===== config.mk =====
export PLATFORM = sky130hd
export DESIGN_NAME = qis_irq_sel
export DESIGN_NICKNAME = d
export VERILOG_FILES = /design/src/rtl/qis_pkg.sv /design/src/rtl/qis_cond_sel.sv /design/src/rtl/qis_src_bank.sv /design/src/rtl/qis_pend_bank.sv /design/src/rtl/qis_irq_sel.sv
export SDC_FILE = /design/constraint.sdc
export NUM_CORES = 1
export LEC_CHECK = 0
export ABC_AREA = 0
export BUFFER_PORTS_ARGS = -buffer_cell sky130_fd_sc_hd__buf_2
export CORE_ASPECT_RATIO = 0.7
export CORE_MARGIN = 8
export CORE_UTILIZATION = 26
export CTS_BUF_LIST = sky130_fd_sc_hd__clkbuf_8
export CTS_CLUSTER_SIZE = 8
export DETAILED_ROUTE_END_ITERATION = 12
export SYNTH_ARGS = -nofsm -noshare
export SYNTH_HDL_FRONTEND = slang
export SYNTH_SLANG_ARGS = --single-unit

===== constraint.sdc =====
create_clock -name clk_i -period 4.1 [get_ports clk_i]
set_clock_uncertainty 0.1 [all_clocks]
set_input_delay 0.41 -clock clk_i [delete_from_list [all_inputs] [get_ports clk_i]]
set_output_delay 0.41 -clock clk_i [all_outputs]
set_load 0.005 [all_outputs]

===== src/rtl/qis_pkg.sv =====
package qis_pkg;
  localparam int unsigned FLAG_N = 4;  // status flags per lower queue
  localparam int unsigned SEL_W  = $clog2(FLAG_N);
  localparam int unsigned SRC_W  = SEL_W + 1;  // select + invert
  localparam int unsigned SLOT_W = 4;  // field slot incl. reserved bit
  localparam int unsigned N_HALF = 2;
  typedef logic [SRC_W-1:0] src_t;
endpackage


===== src/rtl/qis_cond_sel.sv =====
module qis_cond_sel
  import qis_pkg::*;
(
  input  logic [FLAG_N-1:0] flags_i,
  input  src_t              src_i,
  output logic              hit_o
);
  logic picked;
  assign picked = flags_i[src_i[SEL_W-1:0]];
  assign hit_o  = picked ^ src_i[SEL_W];
endmodule


===== src/rtl/qis_src_bank.sv =====
module qis_src_bank
  import qis_pkg::*;
#(
  parameter int unsigned HALF_Q = 32,
  parameter int unsigned DATA_W = 32,
  localparam int unsigned PER_REG = DATA_W / SLOT_W,
  localparam int unsigned NREG    = HALF_Q / PER_REG,
  localparam int unsigned IDX_W   = (NREG > 1) ? $clog2(NREG) : 1
) (
  input  logic                     clk_i,
  input  logic                     rst_ni,
  input  logic                     wr_i,
  input  logic [IDX_W-1:0]         wr_idx_i,
  input  logic [DATA_W-1:0]        wr_data_i,
  input  logic [IDX_W-1:0]         rd_idx_i,
  output logic [HALF_Q*SRC_W-1:0]  src_o,
  output logic [DATA_W-1:0]        rd_data_o
);
  src_t src_q [HALF_Q];

  for (genvar q = 0; q < HALF_Q; q++) begin : g_field
    localparam int unsigned R = q / PER_REG;
    localparam int unsigned S = q % PER_REG;
    always_ff @(posedge clk_i or negedge rst_ni) begin
      if (!rst_ni) begin
        src_q[q] <= '0;
      end else if (wr_i && (wr_idx_i == IDX_W'(R))) begin
        src_q[q] <= wr_data_i[S*SLOT_W +: SRC_W];
      end
    end
    assign src_o[q*SRC_W +: SRC_W] = src_q[q];
  end

  // reserved slot bits read as zero
  always_comb begin
    rd_data_o = '0;
    for (int r = 0; r < NREG; r++) begin
      if (rd_idx_i == IDX_W'(r)) begin
        for (int s = 0; s < PER_REG; s++) begin
          rd_data_o[s*SLOT_W +: SRC_W] = src_q[r*PER_REG + s];
        end
      end
    end
  end
endmodule


===== src/rtl/qis_pend_bank.sv =====
module qis_pend_bank #(
  parameter int unsigned W = 32
) (
  input  logic         clk_i,
  input  logic         rst_ni,
  input  logic         en_wr_i,
  input  logic [W-1:0] en_data_i,
  input  logic [W-1:0] clr_mask_i,
  input  logic [W-1:0] cond_i,
  output logic [W-1:0] en_o,
  output logic [W-1:0] pend_o,
  output logic [W-1:0] req_o,
  output logic         irq_o
);
  logic [W-1:0] en_q, pend_q;

  assign req_o = cond_i & en_q;

  always_ff @(posedge clk_i or negedge rst_ni) begin
    if (!rst_ni) begin
      en_q   <= '0;
      pend_q <= '0;
    end else begin
      if (en_wr_i) en_q <= en_data_i;
      // a new request outranks a clear in the same cycle
      pend_q <= (pend_q & ~clr_mask_i) | req_o;
    end
  end

  assign en_o   = en_q;
  assign pend_o = pend_q;
  assign irq_o  = |pend_q;
endmodule


===== src/rtl/qis_irq_sel.sv =====
module qis_irq_sel
  import qis_pkg::*;
#(
  parameter int unsigned HALF_Q = 32,
  localparam int unsigned DATA_W  = HALF_Q,
  localparam int unsigned PER_REG = DATA_W / SLOT_W,
  localparam int unsigned NSRC    = HALF_Q / PER_REG,
  localparam int unsigned A_EN    = NSRC,
  localparam int unsigned A_PEND  = NSRC + N_HALF,
  localparam int unsigned ADDR_W  = $clog2(NSRC + 2 * N_HALF),
  localparam int unsigned IDX_W   = (NSRC > 1) ? $clog2(NSRC) : 1
) (
  input  logic                     clk_i,
  input  logic                     rst_ni,
  input  logic [HALF_Q*FLAG_N-1:0] lo_flags_i,
  input  logic [HALF_Q-1:0]        hi_nearly_empty_i,
  input  logic                     wr_en_i,
  input  logic [ADDR_W-1:0]        wr_addr_i,
  input  logic [DATA_W-1:0]        wr_data_i,
  input  logic [ADDR_W-1:0]        rd_addr_i,
  output logic [DATA_W-1:0]        rd_data_o,
  output logic                     irq_lo_o,
  output logic                     irq_hi_o
);
  logic [HALF_Q*SRC_W-1:0] src_flat;
  logic [DATA_W-1:0]       src_rd;
  logic                    src_wr;
  logic [HALF_Q-1:0]       cond [N_HALF];
  logic [HALF_Q-1:0]       en   [N_HALF];
  logic [HALF_Q-1:0]       pend [N_HALF];
  logic [HALF_Q-1:0]       req  [N_HALF];
  logic [HALF_Q-1:0]       clr  [N_HALF];
  logic                    en_wr [N_HALF];
  logic                    irq  [N_HALF];

  assign src_wr = wr_en_i && (wr_addr_i < ADDR_W'(NSRC));

  qis_src_bank #(
    .HALF_Q (HALF_Q),
    .DATA_W (DATA_W)
  ) i_src (
    .clk_i     (clk_i),
    .rst_ni    (rst_ni),
    .wr_i      (src_wr),
    .wr_idx_i  (wr_addr_i[IDX_W-1:0]),
    .wr_data_i (wr_data_i),
    .rd_idx_i  (rd_addr_i[IDX_W-1:0]),
    .src_o     (src_flat),
    .rd_data_o (src_rd)
  );

  // lower half: selectable condition
  for (genvar q = 0; q < HALF_Q; q++) begin : g_lo
    qis_cond_sel i_sel (
      .flags_i (lo_flags_i[q*FLAG_N +: FLAG_N]),
      .src_i   (src_flat[q*SRC_W +: SRC_W]),
      .hit_o   (cond[0][q])
    );
  end

  // upper half: fixed not-nearly-empty condition
  assign cond[1] = ~hi_nearly_empty_i;

  for (genvar h = 0; h < N_HALF; h++) begin : g_half
    assign en_wr[h] = wr_en_i && (wr_addr_i == ADDR_W'(A_EN + h));
    assign clr[h]   = (wr_en_i && (wr_addr_i == ADDR_W'(A_PEND + h))) ? wr_data_i : '0;

    qis_pend_bank #(
      .W (HALF_Q)
    ) i_pend (
      .clk_i      (clk_i),
      .rst_ni     (rst_ni),
      .en_wr_i    (en_wr[h]),
      .en_data_i  (wr_data_i),
      .clr_mask_i (clr[h]),
      .cond_i     (cond[h]),
      .en_o       (en[h]),
      .pend_o     (pend[h]),
      .req_o      (req[h]),
      .irq_o      (irq[h])
    );
  end

  always_comb begin
    rd_data_o = '0;
    if (rd_addr_i < ADDR_W'(NSRC)) rd_data_o = src_rd;
    for (int h = 0; h < N_HALF; h++) begin
      if (rd_addr_i == ADDR_W'(A_EN + h))   rd_data_o = en[h];
      if (rd_addr_i == ADDR_W'(A_PEND + h)) rd_data_o = pend[h];
    end
  end

  assign irq_lo_o = irq[0];
  assign irq_hi_o = irq[1];

  // flat views for the bound checker
  logic [HALF_Q-1:0] req_lo, req_hi, en_lo, en_hi, clr_lo, clr_hi;
  assign req_lo = req[0];
  assign req_hi = req[1];
  assign en_lo  = en[0];
  assign en_hi  = en[1];
  assign clr_lo = clr[0];
  assign clr_hi = clr[1];
endmodule


Word-level counts from Yosys, hierarchy flattened --
Cells that the tools add are included.
Operators by class: reductions and logical operators 13, bitwise gates (word level) 41, $lt $le $gt $ge 34, muxes and demuxes 103, equal/unequal tests 14
Operators with widths (count):
- $mux 32 | 6
- $and 32x32->32 | 4
- $lt 2x3->1 const B | 32
- $mux 3 | 32
- $not 32->32 | 3
- $bmux 1 s2 | 32
- $or 32x32->32 | 2
- $reduce_or 32->1 | 2
- $mux 1 | 32
- $xor 1x1->1 | 32
- $mux 31 | 1
- $eq 3x3->1 const B | 8
- $logic_and 1x1->1 | 9
- $eq 2x2->1 const B | 4
- $lt 3x3->1 const B | 2
- $eq 2x1->1 const B | 2
- $logic_not 2->1 | 2
Word-level totals: bits in registers 224, input port bits 201, output and inout bits 34, logic and storage cells 241

Depth between registers and ports, before layout --
depth in word-level cells 10, depth in mapped cells 7, gate-level depth less buffers 4

Hierarchy --
A second synthesis with hierarchy kept.
Unflattened totals: cells, all modules 1025, area, all modules 12635.9 um2
Modules (own cells, without submodules):
- qis_pend_bank | area an instance 2750.1 um2, cells each 207, instances 2
- qis_src_bank | area an instance 4235.3 um2, cells each 243, instances 1
- qis_irq_sel | area an instance 1899.3 um2, cells each 304, instances 1
- qis_cond_sel | area an instance 31.3 um2, cells each 2, instances 32

Worst setup path after synthesis --
OpenSTA, ideal clock, no wires.
path kind input-to-output, start point input port rd_addr_i[0], end point output port rd_data_o[4], arrival 1493 ps, path slack 2097 ps, stages on the path 4, cell sequence buf_4 -> mux4_2 -> nor2b_1 -> a221o_1
On the way: word-level cells in the longest chain between the ends 10
Ends and longest elaborated chain:
- start, declared | RTL line qis_irq_sel.sv:20 | input logic [ADDR_W-1:0] rd_addr_i,
- $logic_not 2->1 | RTL line qis_src_bank.sv:38 | if (rd_idx_i == IDX_W'(r)) begin
- $mux 3 (4 in a row) | RTL line qis_src_bank.sv:38
- $mux 31 | RTL line qis_irq_sel.sv:86 | if (rd_addr_i < ADDR_W'(NSRC)) rd_data_o = src_rd;
- $mux 32 | RTL line qis_irq_sel.sv:88 | if (rd_addr_i == ADDR_W'(A_EN + h)) rd_data_o = en[h];
- $mux 32 | RTL line qis_irq_sel.sv:89 | if (rd_addr_i == ADDR_W'(A_PEND + h)) rd_data_o = pend[h];
- $mux 32 | RTL line qis_irq_sel.sv:88
- $mux 32 * | RTL line qis_irq_sel.sv:89
- end, declared | RTL line qis_irq_sel.sv:21 | output logic [DATA_W-1:0] rd_data_o,
Mark *: on every way between the ends. The rest lies on a longest branch, timed or not.

Final worst setup path --
start point input port rd_addr_i[0], end point output port rd_data_o[26]
The elaborated chain is that of the path after synthesis.

==> metrics.csv <==
metric,value,unit
largest net degree at the start of global routing,97,
initial antenna violation count,2,
"CTS clk-pin slew, worst paths",60,ps
Cells after Synth,923,
Initial DRT Pass Iterations,7,
RSZ-0062 raised after global routing,false,
crit-path leading delay family,buffers and inverters,
Rel. slew slack,23.5,%
r2r endpoint,g_half[0].i_pend.pend_o[16],
number of H-tree levels,2,
maxcap violations,0,
Worst Path Required,3590,ps
critical path class,in2out,
WL/cell,22.9,um
worst reg2reg path depth,3,
Initial Util,26.4,%
synth top area cells,"dfrtp_1, mux2_2, mux4_2",
Final Hold Violating Endpoints,0,
status,finished clean,
fin crit share,73.6,%
Critical R2R Launch,i_src.src_o[48],
Finish-stage setup viols,0,
Max VDD drop,0.000180,V
Pleak,0.00618,uW
slew at the pin closest to its max-slew limit,1140,ps
# Post-CTS Setup Buffers,0,
CTS tree,yes,
Total Power,6660,uW
Worst EP arrival,2510,ps
first-pass GRT wire length,61200,um
IO buf count,234,
"commonest non-fill, non-tap cell in the layout",buf_2,
DR vias,8901,
sequential share of the synthesized area,48.5,%
setup TNS,0,ps
HPWL after detailed placement,30200,um
Max Slew Vio Count,0,
vias in the first global route,9587,
worst-path fanout max,35,
Startpoint Class,input pin,
cell taking the most area after synthesis,dfrtp_1,
Cell variety after synth,34,
Syn. warnings,0,
layout cells sized above 1,42.5,%
fin crit period,3020,ps
drt initial violations,645,
WHS Endpoint,g_half[0].i_pend.en_o[23],
# diodes,0,
slowest CP cell,inv_1,
Ports,235,
Crit path largest cell delay,520,ps
clk buf depth,3,
WP buf/inv,3,
drt total wl,40900,um
share of the synthesized area in the top cell type,48.5,%
clk root buf,clkbuf_8,
fin nets,1368,
critical path endpoint category,output pin,
R2R Setup Slk,2190,ps
most frequent cells in the layout,"buf_2, dfrtp_1, mux2_2, nand2_1, a22o_1",
Yosys reg bits,224,
Die ar.,51600,um2
P&R area growth vs syn,22.6,%
worst min-delay path class,in2reg,
drt drc,0,
clk sinks,224,
Core Region,43800,um2
Hold Crit Depth,2,
CTS buffer count,38,
f_max,331,MHz
Global Route Usage Sum,15.7,%
"Clk Latency, worst-skew pair",550,ps
sequence of cells on the critical path,"buf_4, inv_1, o211a_1, o21ai_0, a21oi_1, buf_2",
Post-Syn Area per Cell,12.5,um2
P per Cell Area,470,nW/um2
chip height,192,um
gr ovfl total,0,
via/cell ratio,4.99,
Worst Hold Launch,wr_data_i[23],
synthesized cell area,11600,um2
Core Rows,64,
GP Congestion,0.794,
DIE WIDTH,268,um
"antenna viol nets, final",0,
Syn Nets,1124,
==> power by group <==
group	switching, uW	internal [uW]	total [uW]	leakage, uW
Combinational	698	849	1550	0.00324
Sequential	463	2670	3140	0.00252
Clock	936	1040	1970	0.000421
==> synthesized netlist by cell type <==
cell      instances
dfrtp_1         224
mux2_2          141
nand2_1          78
a22o_1           64
mux4_2           51
o21ai_0          35
inv_1            34
xor2_1           32
a21oi_1          25
buf_2            25
nor2b_1          24
nor3_1           24
mux2i_1          23
mux2_1           20
clkbuf_1         19
nor4_1           16
nor2_1           15
a221o_1          12
o211a_1          12
or3_1            12
and2_1            8
buf_4             8
nand4_1           4
nand2b_1          3
or2_2             3
nor3_2            2
o22ai_1           2
a22oi_1           1
and3_1            1
nand3_1           1
nand4b_1          1
nor2_2            1
nor3b_2           1
or2_1             1
==> state kept, by name, indices dropped and copies added (netlist names) <==
register,count
g_half.i_pend.en_o,64
i_src.src_o,96
g_half.i_pend.pend_o,64
==> stage by stage <==
| step | setup WS, ps | hold slack [ps] | cells | utilization (%) | instance area (um2) |
|---|---|---|---|---|---|
| final | 1080 | 44.4 | 1785 | 32.3 | 14200 |
| after global routing | 907 | 22.6 | 1785 | 32.3 | 14200 |
| after CTS | 1010 | 11.2 | 1785 | 32.3 | 14200 |
| after detailed placement | 1070 | 400 | 1720 | 30.7 | 13400 |
| after global placement | 1140 | 392 | 1720 | 30.7 | 13400 |
| after floorplan | 2100 | 14.4 | 923 | - | 11600 |
==> worst max path at each step <==
| stage | from | end | depth (start not counted) |
|---|---|---|---|
| after global placement | rd_addr_i[1] | rd_data_o[16] | 5 |
| final | rd_addr_i[0] | rd_data_o[26] | 6 |
| after global routing | rd_addr_i[2] | rd_data_o[25] | 5 |
| after detailed placement | rd_addr_i[2] | rd_data_o[18] | 5 |
| after floorplan | rd_addr_i[0] | rd_data_o[4] | 4 |
| after CTS | g_half[1].i_pend.pend_o[22] | irq_hi_o | 4 |
==> final cells by class <==
cell class                 count  area, um2
timing repair buffer         256       1380
tap                          594        743
fill                        4433      29600
inverter                      34        128
multi-input combinational    613       5590
clock inverter                20        110
sequential                   224       5610
clock buffer                  44        606
==> layer usage <==
layer  wire length [um]  GRT usage, %  part of all wire (%)
met3               3160          4.11                   7.7
met5                 27             0                 0.066
met4                454          3.03                   1.1
met2              18000          23.5                    44
met1              19300          22.7                    47
==> worst reg2reg max path, delay by kind of cell (launching register included) <==
family	cells	cell delay (ps)
muxes	1	540
AOI/OAI and AO/OA	1	230
DFF	1	420
xor gates and xnor gates	1	540
==> cell families after synthesis <==
family	Yosys count	synth area share (%)
AND/OR/NAND/NOR	195	8.41
flip-flops	224	48.5
XOR/XNOR	32	2.43
AO/OA/AOI/OAI	151	9.70
buffers and inverters	86	3.32
multiplexers	235	27.6
==> timing repair <==
item	4_1_cts	5_1_grt
endpoints found under the setup margin	0	0
hold buffers	1	0
hold endpoints to repair	93	0
gates resized for setup	0	0
No activity file was read; power rests on OpenSTA's default activity.
